===== src/rtl/refmon_pkg.sv =====
`timescale 1ns/1ps
package refmon_pkg;
  typedef enum logic {
    PICK_REF0 = 1'b0,
    PICK_REF1 = 1'b1
  } ref_pick_e;

  localparam int unsigned NUM_REFS = 2;
endpackage


===== src/rtl/refmon_sync.sv =====
`timescale 1ns/1ps
module refmon_sync #(
  parameter int unsigned STAGES = 2
) (
  input  logic clk,
  input  logic rst,
  input  logic d,
  output logic q
);
  logic [STAGES-1:0] chain;

  generate
    if (STAGES == 1) begin : g_one
      always_ff @(posedge clk) begin
        if (rst) chain <= '0;
        else     chain <= d;
      end
    end else begin : g_many
      always_ff @(posedge clk) begin
        if (rst) chain <= '0;
        else     chain <= {chain[STAGES-2:0], d};
      end
    end
  endgenerate

  assign q = chain[STAGES-1];
endmodule


===== src/rtl/refmon_watch.sv =====
`timescale 1ns/1ps
module refmon_watch #(
  parameter int unsigned TIMEOUT     = 16,
  parameter int unsigned SYNC_STAGES = 2
) (
  input  logic clk,
  input  logic rst,
  input  logic ref_in,
  output logic bad_o
);
  localparam int unsigned CNT_W = (TIMEOUT > 2) ? $clog2(TIMEOUT) : 1;
  localparam logic [CNT_W-1:0] LAST = CNT_W'(TIMEOUT - 1);

  logic             level_s;
  logic             level_d;
  logic             edge_seen;
  logic [CNT_W-1:0] quiet_cnt;
  logic             bad_q;

  refmon_sync #(.STAGES(SYNC_STAGES)) u_sync (
    .clk (clk),
    .rst (rst),
    .d   (ref_in),
    .q   (level_s)
  );

  assign edge_seen = level_s ^ level_d;

  always_ff @(posedge clk) begin
    if (rst) begin
      level_d   <= 1'b0;
      quiet_cnt <= '0;
      bad_q     <= 1'b0;
    end else begin
      level_d <= level_s;
      if (edge_seen) begin
        quiet_cnt <= '0;
        bad_q     <= 1'b0;
      end else begin
        if (quiet_cnt != LAST) quiet_cnt <= quiet_cnt + 1'b1;
        if (quiet_cnt == LAST) bad_q <= 1'b1;
      end
    end
  end

  assign bad_o = bad_q;

  // a seen edge leaves the flag clear on the following cycle
  p_clear_on_edge_r6: assert property (@(posedge clk) disable iff (rst)
    edge_seen |=> !bad_o);
endmodule


===== src/rtl/refmon_select.sv =====
`timescale 1ns/1ps
module refmon_select
  import refmon_pkg::*;
(
  input  logic                clk,
  input  logic                rst,
  input  logic [NUM_REFS-1:0] bad_i,
  input  logic                swap_req,
  output ref_pick_e           sel_o
);
  ref_pick_e sel_q;
  logic      req_q;
  logic      swap_pulse;
  logic      cur_idx;
  logic      auto_go;

  assign swap_pulse = swap_req & ~req_q;
  assign cur_idx    = sel_q;
  assign auto_go    = bad_i[cur_idx] & ~bad_i[~cur_idx];

  always_ff @(posedge clk) begin
    if (rst) begin
      sel_q <= PICK_REF0;
      req_q <= 1'b0;
    end else begin
      req_q <= swap_req;
      if (swap_pulse || auto_go) sel_q <= ref_pick_e'(~sel_q);
    end
  end

  assign sel_o = sel_q;

  // failover leaves a lost reference for a healthy one
  p_auto_leave_r5: assert property (@(posedge clk) disable iff (rst)
    (bad_i[sel_o] && !bad_i[~sel_o] && !swap_pulse) |=> (sel_o != $past(sel_o)));

  // with both references lost and no request, the choice holds
  p_hold_both_bad_r8: assert property (@(posedge clk) disable iff (rst)
    (bad_i == 2'b11 && !swap_pulse) |=> $stable(sel_o));

  // a manual request flips exactly once, whatever failover wants
  p_single_toggle_r10: assert property (@(posedge clk) disable iff (rst)
    swap_pulse |=> (sel_o != $past(sel_o)));
endmodule


===== src/rtl/refclk_failover.sv =====
`timescale 1ns/1ps
module refclk_failover
  import refmon_pkg::*;
#(
  parameter int unsigned TIMEOUT     = 16,
  parameter int unsigned SYNC_STAGES = 2
) (
  input  logic       clk,
  input  logic       rst,
  input  logic       ref0,
  input  logic       ref1,
  input  logic       swap_req,
  output logic       active,
  output logic [1:0] ref_bad,
  output logic [1:0] mux_sel
);
  logic [NUM_REFS-1:0] refs;
  logic [NUM_REFS-1:0] bad_w;
  ref_pick_e           sel_w;

  assign refs = {ref1, ref0};

  generate
    for (genvar i = 0; i < NUM_REFS; i++) begin : g_watch
      refmon_watch #(
        .TIMEOUT     (TIMEOUT),
        .SYNC_STAGES (SYNC_STAGES)
      ) u_watch (
        .clk    (clk),
        .rst    (rst),
        .ref_in (refs[i]),
        .bad_o  (bad_w[i])
      );
    end
  endgenerate

  refmon_select u_select (
    .clk      (clk),
    .rst      (rst),
    .bad_i    (bad_w),
    .swap_req (swap_req),
    .sel_o    (sel_w)
  );

  assign active  = sel_w;
  assign ref_bad = bad_w;
  assign mux_sel = {sel_w == PICK_REF1, sel_w == PICK_REF0};

  // exactly one multiplexer leg is selected, and it matches the indicator
  p_mux_onehot_r2: assert property (@(posedge clk) disable iff (rst)
    ($countones(mux_sel) == 1) && (mux_sel[1] == active));
endmodule


===== config.mk =====
export PLATFORM = sky130hd
export DESIGN_NAME = refclk_failover
export DESIGN_NICKNAME = d
export VERILOG_FILES = /design/src/rtl/refmon_pkg.sv /design/src/rtl/refmon_sync.sv /design/src/rtl/refmon_watch.sv /design/src/rtl/refmon_select.sv /design/src/rtl/refclk_failover.sv
export SDC_FILE = /design/constraint.sdc
export NUM_CORES = 1
export LEC_CHECK = 0
export BUFFER_PORTS_ARGS = -buffer_cell sky130_fd_sc_hd__clkbuf_2
export CAP_MARGIN = 40
export CORE_MARGIN = 2
export CORE_UTILIZATION = 40
export CTS_BUF_LIST = sky130_fd_sc_hd__clkbuf_2 sky130_fd_sc_hd__clkbuf_4 sky130_fd_sc_hd__clkbuf_8
export DETAILED_ROUTE_END_ITERATION = 6
export GPL_TIMING_DRIVEN = 0
export PLACE_DENSITY = 0.66
export SLEW_MARGIN = 0
export SYNTH_ARGS = -nofsm -noshare
export SYNTH_HDL_FRONTEND = slang
export SYNTH_HIERARCHICAL = 1
export SYNTH_SLANG_ARGS = --single-unit

===== constraint.sdc =====
create_clock -name clk -period 1.11 [get_ports clk]
set_input_delay 0.111 -clock clk [delete_from_list [all_inputs] [get_ports clk]]
set_output_delay 0.111 -clock clk [all_outputs]
set_load 0.01 [all_outputs]

==> out/results.ini <==
[placed_design]
port_buffers=9
gp_congestion=0.700

[floorplan]
rows=14
placeableCoreArea_um2=1520
dieHeight_um=44.7
ios=10
die-area_um2=2000
start_util_pct=43.4
die_x_um=44.7

[grt]
grt_max_degree=11
overflow=0
grt_pass1_wl_mm=1.68
antenna_found_initial=0
grt_pass1_vias=435
track_usage_pct=12.0

[routing]
vias=472
drc=0
avgViaCountPerCell=4.82
drt_wl_total_um=986
drt_iter0_drc=9
ant_nets=0
wl_per_cell_um=10.1
first_pass_iters=4

[worst_setup_path]
r2r-start=g_watch[0].u_watch/quiet_cnt[0]
critPathMaxStageDelay_ps=370
critPathCaptureType=register
cp.required_ps=1290
crit_type=reg2reg
slowest_stage=dfxtp_2
cp_num_buf_inv=0
path_cells=ha_2 > nand3_2 > mux2i_1 > nor2_1
critical-path-top-delay-family=flip-flops
path_max_fanout=4
startpoint=g_watch[0].u_watch/quiet_cnt[0]
worstPathArrival_ps=1220
startpoint_type=register

[yosys]
syn_inst=69
synth_top_area_cell=dfxtp_1
syn_avg_cell_area_um2=9.59
yosysWarnings=6
synth_area_leaders=dfxtp_1 54%, nor2b_1 5.7%, xnor2_1 5.3%, nor2_1 5.1%, ha_1 3.8%
synth_area_um2=662
ys_ff_latch=18
synth_top_area_share_pct=54.4
synthDistinctLibCells=18
seq_area_frac_synth_pct=54.4
synth_fp_nets=76

[timing]
fin_crit_sh_pct=93.3
setup_tns_ps=0
worstMarginPinSlew_ps=253
finClkSkew_ps=3.85
slew_headroom_pct=83.1
slew_viol_final=0
final-hold-violation-count=0
max_freq_ghz=0.965
hold_slack_ps=30.5
setup_viol=0
period_needed_ps=1040
rsz0062_at_grt=false

[power_and_ir_drop]
peakVddDrop_uv=1130
p_leak_nw=0.322
power.density_nw_per_um2=1520

[min_path]
hold_start=ref0
min_path_type=in2reg

[clocking]
cts.sinks=18
clockBufferDepth=2
cts.clk_slew.worst_paths_ps=90
worstSkewPairLatency_ps=290
cts_tree=done
cts_buffers=3
cts_root_buffer=clkbuf_4
cts_setup_buffers=0
cts_hold_buf=0
htree_levels=1

[finish]
final_nets=90
drive_above_1_share_pct=28.0
utilization_pct=52.1
synthToLayoutAreaGrowth_pct=20.0
antenna_cells=0

[status]
outcome=finished, final reports clean

[run]
drv_cap=0

## cells in the mapped netlist, drive strengths merged
cell,n
ha,2
o22ai,1
a31oi,2
nand3,4
a21oi,2
a211oi,1
nand2,2
mux2i,2
dfxtp,18
inv,6
buf,1
nand2b,2
nor2,9
xnor2,4
a221oi,1
nor2b,6
nor3b,2
nor3,4
## layout by cell type (no fill, tap or decap), types with 2 or more instances in the layout
cell / n
nor3_1: 4
inv_1: 6
clkbuf_4: 3
xnor2_1: 4
nand2b_1: 2
nor2b_1: 6
nand2_1: 2
mux2i_1: 2
nand3_2: 2
nor3b_1: 2
a21oi_1: 2
dfxtp_1: 13
nor2_1: 9
dfxtp_2: 5
clkbuf_2: 9
a31oi_1: 2
nand3_1: 2
## flip-flops by register name, summed over array words and instances (netlist names)
signal	cells
u_select/req_q	1
u_select/sel_o	1
g_watch.u_watch/bad_o	2
g_watch.u_watch/quiet_cnt	8
g_watch.u_watch/level_d	2
g_watch.u_watch/u_sync/chain	4
## where the power goes
part	switching, mW	internal [mW]	total (mW)	leakage [nW]
registers	0.0317	0.682	0.713	0.149
clock network	0.193	0.200	0.393	0.0210
logic	0.0463	0.0541	0.100	0.152
total	0.271	0.935	1.21	0.322
## final cells by class
class	instances	area [um2]
plain buffers	1	7.51
clock buffers	4	36.3
fillers	144	729
inverters	6	22.5
multi-input cells	44	297
flip-flops and latches	18	367
well taps	16	20.0
repair buffers	9	45.0
## kinds of logic after synthesis
kind of cell	count (synthesis)	share of synthesized area, %
compound gates	7	6.81
xor+xnor	4	5.29
fa+ha+maj	2	3.78
buf+inv	7	4.54
flops	18	54.4
mux	2	3.02
simple gates	29	22.1
## worst register-to-register path: cells and delay by family (launching register included)
family | cells | cell delay (ps)
multiplexers | 1 | 170
flip-flops | 1 | 370
AND/OR/NAND/NOR | 2 | 170
adder cells (fa/ha/maj) | 1 | 220
## worst paths after layout
kind                            depth (start not counted)  slack, ps                                  to
worst max-delay path                                    4         70     g_watch[0].u_watch/quiet_cnt[1]
worst min-delay path                                    2         30  g_watch[0].u_watch/u_sync/chain[0]
worst max register to register                          4         70     g_watch[0].u_watch/quiet_cnt[1]
worst min register to register                          1        450  g_watch[0].u_watch/u_sync/chain[1]
## metal layers
metal | part of all wire, % | track usage (%)
met3 | 7.6 | 6.12
met4 | 1.5 | 7.27
met5 | 0 | 0
met1 | 49 | 13.5
met2 | 42 | 18.0
## stage by stage
| step | setup WS, ps | instance area, um2 | instances | power, mW |
|---|---|---|---|---|
| 6_report | 74.1 | 795 | 98 | 1.21 |
| 5_1_grt | 18.7 | 795 | 98 | 1.28 |
| 4_1_cts | 10.7 | 774 | 98 | 1.23 |
| 3_5_place_dp | -35.3 | 727 | 94 | 0.816 |
| 3_3_place_gp | -3.72 | 727 | 94 | 0.809 |
| 2_1_floorplan | 70.0 | 662 | 69 | 0.782 |
## what timing repair did
| action | in CTS | in global routing |
|---|---|---|
| resized for setup | 5 | 5 |
| endpoints found under the setup margin | 4 | 5 |
| cloned | 0 | 0 |
(Power assumes the default switching activity.)
